File: src/rtl/led_blink_pkg.sv
package led_blink_pkg;
  localparam int CTRL_BYTE_W = 8;

  typedef enum logic [2:0] {
    AE_OFF      = 3'd0,
    AE_ON       = 3'd1,
    AE_A_LIT1ST = 3'd2,
    AE_A_DRK1ST = 3'd3,
    AE_RSV4     = 3'd4,
    AE_RSV5     = 3'd5,
    AE_B_LIT1ST = 3'd6,
    AE_B_DRK1ST = 3'd7
  } ae_mode_e;

  typedef enum logic [1:0] {
    LC_OFF      = 2'd0,
    LC_ON       = 2'd1,
    LC_A_LIT1ST = 2'd2,
    LC_A_DRK1ST = 2'd3
  } lc_mode_e;

  // phase 0 = first half of the interval
  function automatic logic ae_level(input logic [2:0] code, input logic ph_a,
                                    input logic ph_b);
    case (ae_mode_e'(code))
      AE_ON:       return 1'b1;
      AE_A_LIT1ST: return ~ph_a;
      AE_A_DRK1ST: return ph_a;
      AE_B_LIT1ST: return ~ph_b;
      AE_B_DRK1ST: return ph_b;
      default:     return 1'b0;
    endcase
  endfunction

  function automatic logic lc_level(input logic [1:0] code, input logic ph_a);
    case (lc_mode_e'(code))
      LC_ON:       return 1'b1;
      LC_A_LIT1ST: return ~ph_a;
      LC_A_DRK1ST: return ph_a;
      default:     return 1'b0;
    endcase
  endfunction
endpackage

File: src/rtl/led_subtick_div.sv
module led_subtick_div #(
  parameter int DIV = 3125000
) (
  input  logic clk,
  input  logic rst,
  output logic tick
);
  localparam int CW = (DIV > 1) ? $clog2(DIV) : 1;
  localparam logic [CW-1:0] LAST = CW'(DIV - 1);

  logic [CW-1:0] cnt_q;

  always_ff @(posedge clk) begin
    if (rst) begin
      cnt_q <= '0;
      tick  <= 1'b0;
    end else begin
      tick  <= (cnt_q == LAST);
      cnt_q <= (cnt_q == LAST) ? '0 : cnt_q + 1'b1;
    end
  end
endmodule

File: src/rtl/led_blink_src.sv
module led_blink_src #(
  parameter int RATE_W = 4
) (
  input  logic              clk,
  input  logic              rst,
  input  logic              load,
  input  logic [RATE_W-1:0] rate_in,
  input  logic              tick,
  output logic              phase
);
  logic [RATE_W-1:0] rate_q;
  logic [RATE_W-1:0] cnt_q;

  always_ff @(posedge clk) begin
    if (rst) begin
      rate_q <= '0;
      cnt_q  <= '0;
      phase  <= 1'b0;
    end else if (load) begin
      rate_q <= rate_in;
      cnt_q  <= '0;
      phase  <= 1'b0;
    end else if (tick) begin
      if (cnt_q == rate_q) begin
        cnt_q <= '0;
        phase <= ~phase;
      end else begin
        cnt_q <= cnt_q + 1'b1;
      end
    end
  end
endmodule

File: src/rtl/led_drive_dec.sv
module led_drive_dec
  import led_blink_pkg::*;
(
  input  logic                   clk,
  input  logic                   rst,
  input  logic [CTRL_BYTE_W-1:0] ctrl,
  input  logic                   ph_a,
  input  logic                   ph_b,
  output logic                   act,
  output logic                   loc,
  output logic                   err
);
  always_ff @(posedge clk) begin
    if (rst) begin
      act <= 1'b0;
      loc <= 1'b0;
      err <= 1'b0;
    end else begin
      act <= ae_level(ctrl[7:5], ph_a, ph_b);
      loc <= lc_level(ctrl[4:3], ph_a);
      err <= ae_level(ctrl[2:0], ph_a, ph_b);
    end
  end
endmodule

File: src/rtl/drive_led_blinker.sv
module drive_led_blinker
  import led_blink_pkg::*;
#(
  parameter int NUM_DRIVES   = 4,
  parameter int RATE_W       = 4,
  parameter int SUB_TICK_DIV = 3125000
) (
  input  logic                              clk,
  input  logic                              rst,
  input  logic [2*RATE_W-1:0]               blink_rates,
  input  logic                              blink_wr,
  input  logic [NUM_DRIVES*CTRL_BYTE_W-1:0] xmit_word,
  output logic [NUM_DRIVES-1:0]             led_act,
  output logic [NUM_DRIVES-1:0]             led_loc,
  output logic [NUM_DRIVES-1:0]             led_err
);
  localparam int NUM_SRC = 2;

  logic               sub_tick;
  logic [NUM_SRC-1:0] src_phase;

  led_subtick_div #(.DIV(SUB_TICK_DIV)) u_div (
    .clk  (clk),
    .rst  (rst),
    .tick (sub_tick)
  );

  for (genvar s = 0; s < NUM_SRC; s++) begin : g_src
    led_blink_src #(.RATE_W(RATE_W)) u_src (
      .clk     (clk),
      .rst     (rst),
      .load    (blink_wr),
      .rate_in (blink_rates[s*RATE_W +: RATE_W]),
      .tick    (sub_tick),
      .phase   (src_phase[s])
    );
  end

  for (genvar d = 0; d < NUM_DRIVES; d++) begin : g_drv
    led_drive_dec u_dec (
      .clk  (clk),
      .rst  (rst),
      .ctrl (xmit_word[CTRL_BYTE_W*(NUM_DRIVES-1-d) +: CTRL_BYTE_W]),
      .ph_a (src_phase[0]),
      .ph_b (src_phase[1]),
      .act  (led_act[d]),
      .loc  (led_loc[d]),
      .err  (led_err[d])
    );
  end
endmodule

File: config.mk
export PLATFORM = sky130hd
export DESIGN_NAME = drive_led_blinker
export DESIGN_NICKNAME = d
export VERILOG_FILES = /design/src/rtl/led_blink_pkg.sv /design/src/rtl/led_subtick_div.sv /design/src/rtl/led_blink_src.sv /design/src/rtl/led_drive_dec.sv /design/src/rtl/drive_led_blinker.sv
export SDC_FILE = /design/constraint.sdc
export NUM_CORES = 1
export LEC_CHECK = 0
export BUFFER_PORTS_ARGS = -buffer_cell sky130_fd_sc_hd__buf_2
export CORE_MARGIN = 1
export CORE_UTILIZATION = 37
export CTS_CLUSTER_SIZE = 14
export DETAILED_ROUTE_END_ITERATION = 8
export PLACE_DENSITY = 0.65
export SYNTH_ARGS = -nofsm -noshare
export SYNTH_HDL_FRONTEND = slang
export SYNTH_SLANG_ARGS = --single-unit
File: constraint.sdc
create_clock -name clk -period 2.3 [get_ports clk]
set_input_delay 0.115 -clock clk [delete_from_list [all_inputs] [get_ports clk]]
set_output_delay 0.115 -clock clk [all_outputs]
set_load 0.005 [all_outputs]
==> qor.log <==
[status] run status completed
[critical_path] endpoint required time on the critical path 2.50 ns
[timing] Final Slew Violations 0
[timing] f_max 541 MHz
[final_layout] layout overhead on the synthesized area 13.4%
[synthesis] flip-flop and latch count after synthesis 53
[flow_run] number of maximum-capacitance constraint violations 0
[timing] clk_skew 0.00749 ns
[clock_network] Clock Tree Buf Depth 2
[detailed_routing] count of unresolved DRC violations after routing 0
[floorplanning] vertical extent of the die 87.1 um
[floorplanning] core area 0.00691 mm2
[clock_network] cells resized by post-CTS repair 0
[power_and_ir_drop] maximum ir drop on the vdd rail 0.365 mV
[clock_network] clock latency of the later-clocked register in the worst-skew pair 0.31 ns
[floorplanning] Die ar. 0.00759 mm2
[detailed_routing] average routed wire per standard cell 12.0 um
[timing] share of the clock period used by the worst path 80.4%
[final_layout] diodes inserted 0
[clock_network] CTS buffer count 5
[critical_path] arrival time reported for the critical path endpoint 2.04 ns
[floorplanning] Site Rows 30
[place] Port Buf Inserts 54
[power_and_ir_drop] total power divided by cell area 544 mW/mm2
[synthesis] syn_nets 348
[timing] Setup-failing EPs final 0
[clock_network] number of hold-repair buffers added at the cts stage 0
[final_layout] Final Net Count 387
[place] final weighted congestion in routability-driven placement 0.755
[clock_network] post-CTS clock slew at the launch and capture registers of the worst setup and hold paths 0.11 ns
[clock_network] Sink Count 53
[timing] post-route worst hold slack 0.0349 ns
[final_layout] share of final-layout standard cells stronger than drive strength 1 24.0%
[global_route] residual overflow from global routing 0
[place] area after detailed placement 0.00295 mm2
[min_path] path type of the worst min-delay path in -> reg
[floorplanning] starting utilization of the core area 38.8%
[synthesis] Post-synth EDFFs 0
[synthesis] FFs w/ async S/R, synth 0%
[critical_path] startpoint-to-endpoint class of the critical path reg -> reg
[timing] Min Clock Period, post-route 1.85 ns
[final_layout] Non-Filler Cell Area, Final 0.00304 mm2
[synthesis] Mean Syn Cell Area 8.88 um2
[synthesis] Top FF cell, synth dfxtp_1
[detailed_routing] initial DRC count 100
[clock_network] level count of the clock H-tree 2
[floorplanning] number of top-level design ports 55
[floorplanning] die width 87.1 um
[global_route] largest net degree at the start of global routing 23
[final_layout] post-route core utilization 44.0%
[place] post-detail-place hpwl 3880 um
[synthesis] synth warn 0
[synthesis] count of cell types in the netlist 39
[synthesis] sequential fraction of the synthesis area 39.6%
[detailed_routing] TritonRoute pass-1 iters 4
[clock_network] number of buffers added for setup after CTS 0
[timing] RSZ-0062 raised after global routing false
[global_route] GRT Util Overall 14.0%
[detailed_routing] final wirelength 5240 um
[global_route] initial antenna violation count 0
[critical_path] worst reg-to-reg setup slack 0.45 ns
[timing] Relative slew margins 56.0%
[synthesis] synthesized cell area 0.00268 mm2
[global_route] wire length of the first global-routing pass 8400 um
[timing] final hold viol count 0
[detailed_routing] vias per inst 4.91
[synthesis] synthesized instance count 302
[clock_network] clock tree from TritonCTS done
[timing] setup_tns 0 ns
[detailed_routing] Vias 2151
[critical_path] nature of the critical path startpoint flop
[timing] transition time at the pin with the least slew margin 0.659 ns
[final_layout] Fillers 724
[critical_path] Crit Path Max Fanout 5
[power_and_ir_drop] Static Leakage 0.00119 uW
[clock_network] root buf cell clkbuf_8
[detailed_routing] post-detailed-route count of antenna-violating nets 0
[global_route] vias in the first global route 1900
[critical_path] crit path capture type flop
==> where the power goes <==
group | switching (uW) | total, uW | internal, uW
clock network | 324 | 545 | 220
registers | 13.4 | 957 | 943
logic | 73.6 | 154 | 80.5
total | 411 | 1660 | 1240
==> layout make-up <==
class | count | area [um2] | area share (%)
clock buffer | 5 | 68.8 | 2.26
clock inverter | 3 | 25.0 | 0.823
inverter | 4 | 15.0 | 0.494
multi-input combinational | 220 | 1460 | 48.0
sequential | 53 | 1060 | 34.9
tap | 96 | 120 | 3.95
timing repair buffer | 57 | 293 | 9.63
==> path summary, 6_finish.rpt <==
check,cells after the start,end,from
max,5,u_div.cnt_q[18],u_div.cnt_q[0]
min,3,g_src[0].u_src.rate_q[0],blink_rates[0]
min reg2reg,2,u_div.cnt_q[18],u_div.cnt_q[18]
max reg2reg,5,u_div.cnt_q[18],u_div.cnt_q[0]
==> metal layers <==
| metal | global-route usage, % | vias to the layer above | wire length, um |
|---|---|---|---|
| li1 | - | 1119 | - |
| met1 | 16.8 | 961 | 2490 |
| met2 | 24.6 | 67 | 2360 |
| met3 | 3.79 | 4 | 332 |
| met4 | 4.02 | 0 | 55 |
| met5 | 0 | - | 0 |
==> state kept, by name, indices dropped and copies added (netlist names) <==
signal and flops:
u_div.cnt_q 22, g_src.u_src.cnt_q 8, g_src.u_src.rate_q 8, g_drv.u_dec.act 4, g_drv.u_dec.err 4, g_drv.u_dec.loc 4, g_src.u_src.phase 2, u_div.tick 1
==> stage by stage <==
stage	cells	power, uW	setup slack (ns)
3_3_place_gp	430	1130	0.514
5_1_grt	438	1730	0.221
2_1_floorplan	302	1080	0.624
3_5_place_dp	430	1130	0.506
6_report	438	1660	0.451
4_1_cts	438	1680	0.471
==> layout by cell type (no fill, tap or decap), types with 2 or more instances in the layout <==
| cell | count |
|---|---|
| nor3b_1 | 8 |
| xnor2_1 | 22 |
| mux2i_1 | 13 |
| clkbuf_8 | 5 |
| buf_2 | 54 |
| nor2_1 | 48 |
| a21oi_1 | 12 |
| ha_1 | 3 |
| and3_1 | 3 |
| dfxtp_1 | 53 |
| o21ai_0 | 13 |
| mux2_2 | 8 |
| buf_4 | 3 |
| or3_1 | 3 |
| nor2b_1 | 12 |
| nand3_1 | 15 |
| nand4_2 | 2 |
| xor2_1 | 11 |
| nand2_1 | 10 |
| and4_1 | 2 |
| nor4_1 | 8 |
| inv_1 | 4 |
| nand4_1 | 12 |
==> Yosys cell counts (all sizes together), types with 4 or more instances <==
library cell,n,area [um2]
nor4,10,83.8
a21oi,12,60.1
clkbuf,8,30.0
dfxtp,53,1060
mux2i,13,130
nand2,10,37.5
mux2,9,101
inv,4,15.0
nand3,15,75.1
o21ai,13,65.1
nor3b,8,60.1
nand4,15,121
xor2,11,96.3
xnor2,22,193
nor2b,12,75.1
nor2,48,180
buf,17,116
==> critical path: stages (launching register included) <==
cell and delay, ns:
dfxtp_1 0.40, ha_1 0.25, nand2_1 0.09, nor4_1 0.33
mux2_1 0.36, a2111oi_0 0.31
==> kinds of logic after synthesis <==
kind of cell             count (synthesis)  share of synthesized area (%)
AO/OA/AOI/OAI                           28                           5.65
XOR/XNOR                                33                           10.8
adder cells (fa/ha/maj)                  3                           1.40
buffers and inverters                   29                           6.02
flip-flops                              53                           39.6
multiplexers                            22                           8.63
AND/OR/NAND/NOR                        134                           28.0
(Power assumes the default switching activity.)
